<file path="config.mk">
export PLATFORM = sky130hd
export DESIGN_NAME = irq_edge_bank
export DESIGN_NICKNAME = d
export VERILOG_FILES = /design/src/rtl/irqb_pkg.sv /design/src/rtl/irqb_sync_edge.sv /design/src/rtl/irqb_line.sv /design/src/rtl/irq_edge_bank.sv
export SDC_FILE = /design/constraint.sdc
export NUM_CORES = 1
export LEC_CHECK = 0
export ABC_AREA = 1
export CAP_MARGIN = 20
export CORE_MARGIN = 2
export CORE_UTILIZATION = 30
export DETAILED_ROUTE_END_ITERATION = 8
export PLACE_DENSITY_LB_ADDON = 0.1
export REMOVE_ABC_BUFFERS = 1
export SLEW_MARGIN = 20
export SYNTH_ARGS = -nofsm -noshare
export SYNTH_HDL_FRONTEND = slang
export SYNTH_HIERARCHICAL = 1
export SYNTH_SLANG_ARGS = --single-unit
</file>
<file path="constraint.sdc">
create_clock -name clk -period 11.3 [get_ports clk]
set_input_delay 3.39 -clock clk [delete_from_list [all_inputs] [get_ports clk]]
set_output_delay 3.39 -clock clk [all_outputs]
set_load 0.005 [all_outputs]
</file>
<file path="src/rtl/irqb_pkg.sv">
package irqb_pkg;

    localparam int NUM_LINES = 2;
    localparam int IDX_W     = 5;

    typedef enum logic [2:0] {
        RG_EDGE,
        RG_STAT0,
        RG_MASK0,
        RG_STAT1,
        RG_MASK1,
        RG_CTRL,
        RG_NONE
    } reg_kind_e;

    typedef struct packed {
        reg_kind_e          kind;
        logic [IDX_W-1:0]   idx;
    } reg_sel_t;

    // Address map: edge bytes, then status/mask for line 0, then line 1, then control.
    function automatic reg_sel_t decode_addr(input int unsigned a,
                                             input int unsigned eb,
                                             input int unsigned sb);
        reg_sel_t s;
        s.kind = RG_NONE;
        s.idx  = '0;
        if (a < eb) begin
            s.kind = RG_EDGE;
            s.idx  = IDX_W'(a);
        end else if (a < eb + sb) begin
            s.kind = RG_STAT0;
            s.idx  = IDX_W'(a - eb);
        end else if (a < eb + 2*sb) begin
            s.kind = RG_MASK0;
            s.idx  = IDX_W'(a - eb - sb);
        end else if (a < eb + 3*sb) begin
            s.kind = RG_STAT1;
            s.idx  = IDX_W'(a - eb - 2*sb);
        end else if (a < eb + 4*sb) begin
            s.kind = RG_MASK1;
            s.idx  = IDX_W'(a - eb - 3*sb);
        end else if (a == eb + 4*sb) begin
            s.kind = RG_CTRL;
        end
        return s;
    endfunction

endpackage

</file>
<file path="src/rtl/irqb_sync_edge.sv">
module irqb_sync_edge #(
    parameter int NUM_SRC = 32
) (
    input  logic                   clk,
    input  logic                   rst,
    input  logic [NUM_SRC-1:0]     src_in,
    input  logic [2*NUM_SRC-1:0]   edge_cfg,
    output logic [NUM_SRC-1:0]     evt
);
    logic [NUM_SRC-1:0] meta_q;
    logic [NUM_SRC-1:0] sync_q;
    logic [NUM_SRC-1:0] prev_q;

    always_ff @(posedge clk) begin
        if (rst) begin
            meta_q <= '0;
            sync_q <= '0;
            prev_q <= '0;
        end else begin
            meta_q <= src_in;
            sync_q <= meta_q;
            prev_q <= sync_q;
        end
    end

    for (genvar i = 0; i < NUM_SRC; i++) begin : g_src
        logic up, down;
        assign up     = sync_q[i] & ~prev_q[i];
        assign down   = ~sync_q[i] & prev_q[i];
        assign evt[i] = (up & edge_cfg[2*i+1]) | (down & edge_cfg[2*i]);
    end
endmodule

</file>
<file path="src/rtl/irqb_line.sv">
module irqb_line #(
    parameter int NUM_SRC = 32
) (
    input  logic                 clk,
    input  logic                 rst,
    input  logic [NUM_SRC-1:0]   evt,
    input  logic [NUM_SRC-1:0]   clr,
    input  logic [NUM_SRC-1:0]   mask_we,
    input  logic [NUM_SRC-1:0]   mask_wd,
    output logic [NUM_SRC-1:0]   status,
    output logic [NUM_SRC-1:0]   mask,
    output logic                 irq_n
);
    logic [NUM_SRC-1:0] pend_q;
    logic [NUM_SRC-1:0] status_n;
    logic [NUM_SRC-1:0] pend_n;

    always_comb begin
        // a clear refills from the buffered event; a fresh event always wins
        status_n = evt | (clr & pend_q) | (~clr & status);
        pend_n   = (clr & evt & pend_q) | (~clr & (pend_q | (evt & status)));
    end

    always_ff @(posedge clk) begin
        if (rst) begin
            status <= '0;
            pend_q <= '0;
            mask   <= '1;
        end else begin
            status <= status_n;
            pend_q <= pend_n;
            mask   <= (mask & ~mask_we) | (mask_wd & mask_we);
        end
    end

    assign irq_n = ~|(status & ~mask);
endmodule

</file>
<file path="src/rtl/irq_edge_bank.sv">
module irq_edge_bank
    import irqb_pkg::*;
#(
    parameter int NUM_SRC = 32,
    parameter int ADDR_W  = 5
) (
    input  logic                 clk,
    input  logic                 rst,
    input  logic [NUM_SRC-1:0]   src_in,
    input  logic [ADDR_W-1:0]    bus_addr,
    input  logic                 bus_wr,
    input  logic [7:0]           bus_wdata,
    input  logic                 bus_rd,
    output logic [7:0]           bus_rdata,
    output logic [1:0]           irq_n
);
    localparam int SB = NUM_SRC / 8;
    localparam int EB = NUM_SRC / 4;

    reg_sel_t            sel;
    logic [2*NUM_SRC-1:0] edge_q;
    logic                cor_q;
    logic [NUM_SRC-1:0]  evt;
    logic [NUM_SRC-1:0]  stat_v  [NUM_LINES];
    logic [NUM_SRC-1:0]  mask_v  [NUM_LINES];
    logic [NUM_SRC-1:0]  clr_v   [NUM_LINES];
    logic [NUM_SRC-1:0]  mwe_v   [NUM_LINES];
    logic [NUM_SRC-1:0]  mask_wd;

    assign sel     = decode_addr(int'(bus_addr), EB, SB);
    assign mask_wd = {SB{bus_wdata}};

    always_ff @(posedge clk) begin
        if (rst) begin
            edge_q <= '0;
            cor_q  <= 1'b0;
        end else if (bus_wr) begin
            for (int e = 0; e < EB; e++) begin
                if (sel.kind == RG_EDGE && int'(sel.idx) == e)
                    edge_q[8*e +: 8] <= bus_wdata;
            end
            if (sel.kind == RG_CTRL)
                cor_q <= bus_wdata[0];
        end
    end

    irqb_sync_edge #(.NUM_SRC(NUM_SRC)) u_sync (
        .clk      (clk),
        .rst      (rst),
        .src_in   (src_in),
        .edge_cfg (edge_q),
        .evt      (evt)
    );

    for (genvar l = 0; l < NUM_LINES; l++) begin : g_line
        localparam reg_kind_e SK = (l == 0) ? RG_STAT0 : RG_STAT1;
        localparam reg_kind_e MK = (l == 0) ? RG_MASK0 : RG_MASK1;

        for (genvar b = 0; b < SB; b++) begin : g_byte
            logic s_hit, m_hit;
            assign s_hit = (sel.kind == SK) && (int'(sel.idx) == b);
            assign m_hit = (sel.kind == MK) && (int'(sel.idx) == b);
            assign clr_v[l][8*b +: 8] = !s_hit ? 8'h00 :
                                        cor_q  ? {8{bus_rd}} :
                                        bus_wr ? bus_wdata : 8'h00;
            assign mwe_v[l][8*b +: 8] = {8{m_hit & bus_wr}};
        end

        irqb_line #(.NUM_SRC(NUM_SRC)) u_line (
            .clk     (clk),
            .rst     (rst),
            .evt     (evt),
            .clr     (clr_v[l]),
            .mask_we (mwe_v[l]),
            .mask_wd (mask_wd),
            .status  (stat_v[l]),
            .mask    (mask_v[l]),
            .irq_n   (irq_n[l])
        );
    end

    always_comb begin
        bus_rdata = 8'h00;
        case (sel.kind)
            RG_EDGE:  bus_rdata = edge_q[8*int'(sel.idx) +: 8];
            RG_STAT0: bus_rdata = stat_v[0][8*int'(sel.idx) +: 8];
            RG_MASK0: bus_rdata = mask_v[0][8*int'(sel.idx) +: 8];
            RG_STAT1: bus_rdata = stat_v[1][8*int'(sel.idx) +: 8];
            RG_MASK1: bus_rdata = mask_v[1][8*int'(sel.idx) +: 8];
            RG_CTRL:  bus_rdata = {7'b0, cor_q};
            default:  bus_rdata = 8'h00;
        endcase
    end
endmodule

</file>
==> impl_metrics.ini, run 1 <==
[setup_path]
cp-end-kind = output pin
critPathLaunch = bus_addr[3]
worstPathMaxFanout = 31
r2r_setup_slack_ns = 9.24
crit_type = input pin to output pin
arrival_ns = 6.89
cp.required_ns = 7.91
rr_startpoint = cor_q
critical_path.startpoint_type = input pin
r2r_end = g_line[0].u_line/pend_q[21]
reg2regPathDepth = 6

[die]
start_util_pct = 30.4
die_h_microns = 237
core_sq_mm = 0.0538
pin_count = 59
num_rows = 85
die-area_sq_mm = 0.0563
die_w_microns = 237

[cts]
ctsResizeCount = 0
clk_latency_ns = 0.57
cts_root_buf = clkbuf_16
post-cts-setup-buffer-count = 0
clkTransAtPathRegs_ns = 0.05
cts_tree = built
ctsHoldBuffers = 0
cts.sinks = 353
clk_path_buf_depth = 3
htreeDepth = 2
cts_buffers = 43

[global_route]
grt_max_degree = 128
overflow = 0
grt_pass1_wl_mm = 83.2
antenna_found_initial = 0
track_usage_pct = 19.4
grt_pass1_vias = 13800

[min_path]
hold_class = flip-flop to flip-flop
holdPathEnd = u_sync/sync_q[12]
hp-start = u_sync/meta_q[12]
whs_path_depth = 2

[layout]
areaGrowthSynthToFinish_pct = 16.0
diodes = 0
multi_input_area_sq_mm = 0.00742
seqCellArea_sq_mm = 0.00707
fin_util_pct = 35.2
drive_gt1_share_pct = 9.97
nets = 2391
fillCellCount = 5724

[timing]
fin_skew_ns = 0.0146
period_share_pct = 91.0
rsz0062_at_grt = no
max_freq_mhz = 97.2
period_needed_ns = 10.28
worst_hold_slack_ns = 0.400
finalMaxSlewViolations = 0
hold_viol = 0
final.setup.tns_ns = 0
worst_slack_ns = 1.02
setup_viol = 0
worstMarginPinSlew_ns = 1.18
relSlewSlack_pct = 21.2

[detailed_routing]
vias_per_cell = 4.79
totalWireLength_mm = 54.6
drt-initial-drc-count = 789
wl_met1_mm = 25.5
route.vias.total = 14700
antenna_left = 0
wl_met3_mm = 2.45
drt-wirelength-per-cell_microns = 17.8
drc_errors = 0
wl_met2_mm = 25.4
maxUsedRoutingLayer = met4
drt_pass1_iterations = 5

[synthesis]
synth_cells = 2289
yosysTopAreaCell = dfxtp_1
ys_seq_elements = 353
synthArstFlopShare_pct = 0
synth_cell_types = 34
yosysMostFrequentCell = nand2_1
synth_top_area_share_pct = 43.2
seq_area_frac_synth_pct = 43.2
netlist_area_sq_mm = 0.0163
synth_ff_type = dfxtp_1
netlist_top_cells_area = dfxtp_1, a21oi_1, nand2_1, inv_1, nor2_1
ys_top_cells_by_count = nand2_1, a21oi_1, inv_1
synth_edf_count = 0
yosys_warnings = 6
avgSynthCellArea_sq_um = 7.14

[power_and_ir_drop]
powerDensity_mw_per_mm2 = 153
ir_worst_vdd_mv = 0.0933
p_leak_nw = 7.66

[placed_design]
dpl.hpwl_mm = 38.4
gp_congestion = 0.869
numPortBuffers = 58
place_ws_ns = 1.07

[job]
drv_cap = 0

[outcome]
status = finished clean
## how the worst max path moves through the flow
stage,endpoint,slack [ns],depth (start not counted)
after global routing,bus_rdata[1],0.84,13
after CTS,bus_rdata[1],1.06,13
after detailed placement,bus_rdata[1],1.07,13
after global placement,bus_rdata[1],1.16,13
after floorplan,bus_rdata[6],1.79,14
final,bus_rdata[1],1.02,13
## per-stage QoR
step | std cells | power [mW] | area [sq um]
5_1_grt | 3063 | 3.01 | 19000
4_1_cts | 3062 | 2.93 | 18900
2_1_floorplan | 2207 | 1.40 | 15800
3_5_place_dp | 2987 | 1.52 | 17500
3_3_place_gp | 2986 | 1.52 | 17500
6_report | 3063 | 2.89 | 19000
## area by class of cell
cell class              instances  share of cell area, %
inverters                     369                   7.32
clock buffers                  61                   6.67
repair buffers                 85                   4.18
clock inverters                14                  0.805
flip-flops and latches        353                   37.3
multi-input cells            1485                   39.2
well taps                     696                   4.59
## layout by cell type (no fill, tap or decap), types with 2 or more instances in the layout
cell	instances
a211oi_2	29
a21oi_1	372
a21oi_2	4
buf_4	26
bufinv_16	3
clkbuf_1	6
clkbuf_16	43
clkbuf_8	12
clkdlybuf4s50_1	57
clkinv_2	9
dfxtp_1	353
ha_1	5
inv_1	359
inv_2	9
nand2_1	396
nand2_4	5
nand3_1	161
nand3_2	2
nand3_4	2
nand3b_1	12
nand4_1	13
nor2_1	272
nor2_2	6
nor2_4	18
nor3_1	21
nor3_2	57
o21ai_0	80
o21ai_1	21
o22ai_1	2
or2_2	2
## critical path, stage by stage
cell and delay (ns):
clkdlybuf4s50_1 0.55, inv_1 0.12, ha_1 0.33, nor2_1 0.18
nand3_2 0.26, inv_2 0.60, nand3_1 0.15, nand3b_1 0.12
o21ai_0 0.08, nand3_1 0.14, nand2_1 0.15, a21oi_1 0.25
clkdlybuf4s50_1 0.56
## layer usage
layer / vias to the layer above / track usage (%)
li1: 7442 / -
met1: 6878 / 26.3
met2: 285 / 32.0
met3: 79 / 3.00
met4: 0 / 5.20
met5: - / 0
## cells by family (layout without fill, tap and decap cells)
| logic type | count (synthesis) | count (layout) | synth area share (%) |
|---|---|---|---|
| fa+ha+maj | 5 | 5 | 0.383 |
| compound gates | 511 | 511 | 17.1 |
| simple gates | 969 | 969 | 27.8 |
| buf+inv | 451 | 529 | 11.5 |
| flops | 353 | 353 | 43.2 |
## power breakdown
| group | total, mW | internal, mW | switching [mW] |
|---|---|---|---|
| clock | 1.40 | 0.843 | 0.557 |
| combinational | 0.223 | 0.0669 | 0.156 |
| sequential | 1.27 | 1.26 | 0.00834 |
No activity file was read; power rests on OpenSTA's default activity.
==> run 2: changes to the inputs <==
--- a/config.mk
+++ b/config.mk
@@ -10,7 +10,7 @@
 export CORE_MARGIN = 2
 export CORE_UTILIZATION = 30
 export DETAILED_ROUTE_END_ITERATION = 8
-export PLACE_DENSITY_LB_ADDON = 0.1
+export PLACE_DENSITY = 0.43
 export REMOVE_ABC_BUFFERS = 1
 export SLEW_MARGIN = 20
 export SYNTH_ARGS = -nofsm -noshare
==> run 2 against run 1 <==
Combinational power about the same; sequential share of layout area about the same; routed wire length increased by 0.71%; clock-buffer cell count increased by 4; critical path type unchanged; core utilization about the same; hold slack about the same; final area about the same; fmax decreased by 1.4%; total power about the same; setup slack got worse by 0.15 ns.
==> impl_metrics.ini, run 2 (synthesized netlist as in run 1, its figures left out) <==
[power_and_ir_drop]
p_int_mw = 2.17
combPwrFrac_pct = 7.8
clkPwrFrac_pct = 48.3
switching_share_pct = 24.9
pwr-share-seq_pct = 43.9
powerDensity_mw_per_mm2 = 153
power.net_switching_mw = 0.721
p_leak_nw = 7.64
ir_worst_vdd_mv = 0.0915

[cts]
cts_root_buf = clkbuf_16
htreeDepth = 2
clk_latency_ns = 0.58
cts_tree = built
clkTransAtPathRegs_ns = 0.06
cts.sinks = 353
ctsHoldBuffers = 0
cts_buffers = 44
post-cts-setup-buffer-count = 0
clk_path_buf_depth = 3
ctsResizeCount = 0

[layout]
nets = 2391
fillCellCount = 5721
finalNonFillerCells = 3063
final_common_cell = nand2_1
diodes = 0
final_cell_mix = nand2_1, a21oi_1, inv_1
areaGrowthSynthToFinish_pct = 16.0
drive_gt1_share_pct = 9.63
multi_input_area_sq_mm = 0.00742
seqCellArea_sq_mm = 0.00707

[min_path]
hold_class = flip-flop to flip-flop

[timing]
relSlewSlack_pct = 30.2
final.setup.tns_ns = 0
hold_viol = 0
max_freq_mhz = 95.9
rsz0062_at_grt = no
finalMaxSlewViolations = 0
setup_viol = 0
period_needed_ns = 10.43
worstMarginPinSlew_ns = 1.05
fin_skew_ns = 0.0195
period_share_pct = 92.3
worst_slack_ns = 0.869

[setup_path]
cp-end-kind = output pin
crit_chain = clkdlybuf4s50_1, inv_1, ha_1, nor2_1, nand3_2, inv_2, nand3_1, nand4_1, nand2_1, nand2_1, nand3_1, nand3_1, nand2_1, inv_1, clkdlybuf4s50_1
max_stage_delay_ns = 0.68
cp.required_ns = 7.91
arrival_ns = 7.04
crit_type = input pin to output pin
r2r_setup_slack_ns = 9.28
worstPathMaxFanout = 31
critical_path.startpoint_type = input pin
crit_slowest_cell = inv_2

[outcome]
status = finished clean

[die]
start_util_pct = 30.4
die_h_microns = 237
num_rows = 85
die-area_sq_mm = 0.0563
die_w_microns = 237
pin_count = 59
core_sq_mm = 0.0538

[detailed_routing]
drt_pass1_iterations = 6
drt-wirelength-per-cell_microns = 17.9
drc_errors = 0
totalWireLength_mm = 55.0
drt-initial-drc-count = 1049
antenna_left = 0
vias_per_cell = 4.89
route.vias.total = 15000

[global_route]
grt_pass1_wl_mm = 83.2
antenna_found_initial = 0
track_usage_pct = 19.3
overflow = 0
grt_max_degree = 148
grt_pass1_vias = 13900

[placed_design]
numPortBuffers = 58
dpl.hpwl_mm = 37.9
gp_congestion = 0.865
place_ws_ns = 1.02
dp_cells = 2986

[job]
drv_cap = 0
## run 2: cell count changes in the layout (fill, tap and decap cells not counted), sizes merged
cell / change
clkbuf: +4
buf: -1
inv: +1
clkinv: -4
## run 2: power by group through the flow
| stage | logic [mW] | clock network [mW] | registers, mW |
|---|---|---|---|
| floorplan | 0.102 | 0 | 1.29 |
| CTS | 0.224 | 1.44 | 1.27 |
| global placement | 0.222 | 0 | 1.30 |
| global route | 0.245 | 1.49 | 1.27 |
| finish | 0.225 | 1.40 | 1.27 |
| detailed placement | 0.223 | 0 | 1.30 |
## run 2: layout make-up
type                            instances  share of cell area, %
Timing Repair Buffer                   84                   4.21
Clock buffer                           65                   6.71
Multi-Input combinational cell       1485                   39.1
Tap cell                              696                   4.60
Inverter                              369                   7.32
Sequential cell                       353                   37.3
Clock inverter                         11                  0.726
## run 2: critical path, delay by kind of cell
kind          cells  cell delay, ns
buf+inv           5            1.93
simple gates      9            1.38
fa+ha+maj         1            0.33
## run 2: metrics by stage
stage                     total power [mW]  cell area (sq um)  hold slack, ns  util [%]
after floorplan                       1.40              15800           0.388         -
after global placement                1.52              17500           0.391      32.5
after detailed placement              1.52              17500           0.394      32.6
after CTS                             2.94              18900           0.402      35.2
after global routing                  3.01              18900           0.415      35.2
final                                 2.89              18900           0.400      35.2
## run 2: final timing paths
kind / start / end / depth (start not counted)
worst min-delay path: u_sync/meta_q[21] / u_sync/sync_q[21] / 2
worst min register to register: u_sync/meta_q[21] / u_sync/sync_q[21] / 2
worst max register to register: cor_q / g_line[0].u_line/pend_q[5] / 6
worst max-delay path: bus_addr[3] / bus_rdata[2] / 15
## run 2: per-layer routing
layer  global-route usage [%]  wire length (microns)
met1                     25.9                  25300
met2                     32.3                  25700
met3                     2.44                   2580
met4                     6.16                   1380
met5                        0                      0
==> run 3: changes to the inputs <==
--- a/config.mk
+++ b/config.mk
@@ -5,12 +5,12 @@
 export SDC_FILE = /design/constraint.sdc
 export NUM_CORES = 1
 export LEC_CHECK = 0
-export ABC_AREA = 1
 export CAP_MARGIN = 20
+export CORE_ASPECT_RATIO = 1.75
 export CORE_MARGIN = 2
 export CORE_UTILIZATION = 30
 export DETAILED_ROUTE_END_ITERATION = 8
-export PLACE_DENSITY = 0.43
+export PLACE_DENSITY = 0.46
 export REMOVE_ABC_BUFFERS = 1
 export SLEW_MARGIN = 20
 export SYNTH_ARGS = -nofsm -noshare
==> run 3 against run 2 <==
Flip-flop and latch count unchanged; register-to-register slack got worse by 0.37 ns; hold slack gained 0.033 ns; critical path type unchanged.
==> impl_metrics.ini, run 3 <==
[job]
drv_cap = 0

[setup_path]
critPathLaunch = bus_addr[4]
crit_type = input pin to output pin
worstPathMaxFanout = 22
reg2regPathDepth = 7
crit_end = bus_rdata[4]
cp.required_ns = 7.91
cp-end-kind = output pin
rr_startpoint = cor_q
arrival_ns = 7.41
critical_path.startpoint_type = input pin
r2r_end = g_line[0].u_line/pend_q[30]
r2r_setup_slack_ns = 8.91

[synthesis]
synth_top_area_share_pct = 45.8
synthXorXnorAreaFrac_pct = 0
synthMuxAreaShare_pct = 5.71
yosys_warnings = 6
yosys.area_share.simple_pct = 23.5
synth_compound_area_share_pct = 20.1
ys_seq_elements = 353
seq_area_frac_synth_pct = 45.8
synth_cells = 1831
ys_top_cells_by_count = nor2_1, dfxtp_1, nor2b_1
yosysMostFrequentCell = nor2_1
synth_cell_types = 56
yosysTopAreaCell = dfxtp_1
synth_fa_ha_area_share_pct = 0.406
synth_ff_type = dfxtp_1
synth_top_family_by_area = simple AND/OR/NAND/NOR gates
synth_edf_count = 0
synthArstFlopShare_pct = 0
netlist_top_cells_area = dfxtp_1, nor2_1, nor2b_1, a21oi_1, mux2i_1
netlist_area_sq_mm = 0.0154
avgSynthCellArea_sq_um = 8.42

[global_route]
track_usage_pct = 22.2
grt_pass1_vias = 13100
grt_max_degree = 99
antenna_found_initial = 0
grt_pass1_wl_mm = 87.6
overflow = 0

[layout]
areaGrowthSynthToFinish_pct = 16.9
drive_gt1_share_pct = 8.02
nets = 1935
final_cell_mix = nor2_1, dfxtp_1, nor2b_1
final_common_cell = nor2_1
diodes = 0

[detailed_routing]
drc_errors = 0
drt_pass1_iterations = 5
totalWireLength_mm = 59.9
drt-wirelength-per-cell_microns = 23.3
vias_per_cell = 5.26
route.vias.total = 13500
antenna_left = 0
drt-initial-drc-count = 1030

[cts]
cts_buffers = 37
clkTransAtPathRegs_ns = 0.06
cts_tree = built
htreeDepth = 2
post-cts-setup-buffer-count = 0
clk_latency_ns = 0.55
clk_path_buf_depth = 3
cts_root_buf = clkbuf_16
cts.sinks = 353
ctsHoldBuffers = 0
ctsResizeCount = 0

[timing]
period_needed_ns = 10.80
max_freq_mhz = 92.6
worstMarginPinSlew_ns = 1.16
fin_skew_ns = 0.0171
setup_viol = 0
worst_slack_ns = 0.498
relSlewSlack_pct = 22.7
final.setup.tns_ns = 0
rsz0062_at_grt = no
finalMaxSlewViolations = 0
hold_viol = 0
period_share_pct = 95.6

[power_and_ir_drop]
ir_worst_vdd_mv = 0.0840
p_leak_nw = 6.52
powerDensity_mw_per_mm2 = 153
p_total_mw = 2.76

[placed_design]
place_ws_ns = 0.595
gp_congestion = 0.951
numPortBuffers = 58
dpl.hpwl_mm = 43.8

[min_path]
hold_class = flip-flop to flip-flop
whs_path_depth = 1

[die]
num_rows = 109
die_w_microns = 175
core_sq_mm = 0.0506
die_h_microns = 304
start_util_pct = 30.5
die-area_sq_mm = 0.0533
pin_count = 59

[outcome]
status = finished clean
run 3: cell types whose count changed after synthesis, sizes merged, moves of 64 or more:
cell / delta
nand2: -314
inv: -301
nand3: -156
nor2: +112
mux2i: +79
a21oi: -219
a211o: +64
nor3: -64
nor2b: +162
run 3: routing by layer:
metal | up-vias | track usage [%] | wire length [microns]
li1 | 6508 | - | -
met1 | 6544 | 25.4 | 23800
met2 | 349 | 39.3 | 30000
met3 | 132 | 2.31 | 2100
met4 | 0 | 13.4 | 3970
met5 | - | 0 | 0
run 3: worst min-delay path by stage:
stage | start | end
final | u_sync/meta_q[4] | u_sync/sync_q[4]
after global routing | u_sync/meta_q[7] | u_sync/sync_q[7]
after CTS | u_sync/meta_q[3] | u_sync/sync_q[3]
after detailed placement | u_sync/meta_q[3] | u_sync/sync_q[3]
after global placement | u_sync/meta_q[31] | u_sync/sync_q[31]
after floorplan | u_sync/meta_q[0] | u_sync/sync_q[0]
run 3: worst max-delay path, cell delays in order:
cell and delay (ns):
clkdlybuf4s50_1 0.64, inv_1 0.25, ha_1 0.47, and3b_1 0.23, buf_4 0.20, nor2_2 0.19, buf_4 0.36, o21ai_0 0.18
o22ai_1 0.17, a2111oi_0 0.12, o31ai_1 0.56, clkdlybuf4s50_1 0.63
run 3: power by group:
part	switching [mW]	internal [mW]	leakage [nW]
Combinational	0.130	0.0657	3.03
Sequential	0.00834	1.26	2.86
Clock	0.534	0.766	0.636
Total	0.673	2.09	6.52
run 3: cell type report:
type	count	area [sq um]
clock inverters	13	154
inverters	68	255
multi-input cells	1323	7710
fillers	5255	32600
repair buffers	98	881
well taps	666	833
flip-flops and latches	353	7070
clock buffers	53	1130
run 3: logic make-up (layout without fill, tap and decap cells):
logic type,after synthesis,count (layout)
AND/OR/NAND/NOR,758,758
buffers and inverters,155,232
multiplexers,87,87
flip-flops,353,353
adder cells (fa/ha/maj),5,5
AO/OA/AOI/OAI,473,473
run 3: through the flow:
step / instances / utilization [%] / hold slack, ns / cell area, sq um
CTS: 2574 / 35.6 / 0.437 / 18000
detailed placement: 2508 / 33.1 / 0.422 / 16700
floorplan: 1744 / - / 0.414 / 15000
global route: 2574 / 35.6 / 0.457 / 18000
finish: 2574 / 35.6 / 0.433 / 18000
global placement: 2508 / 33.1 / 0.416 / 16700
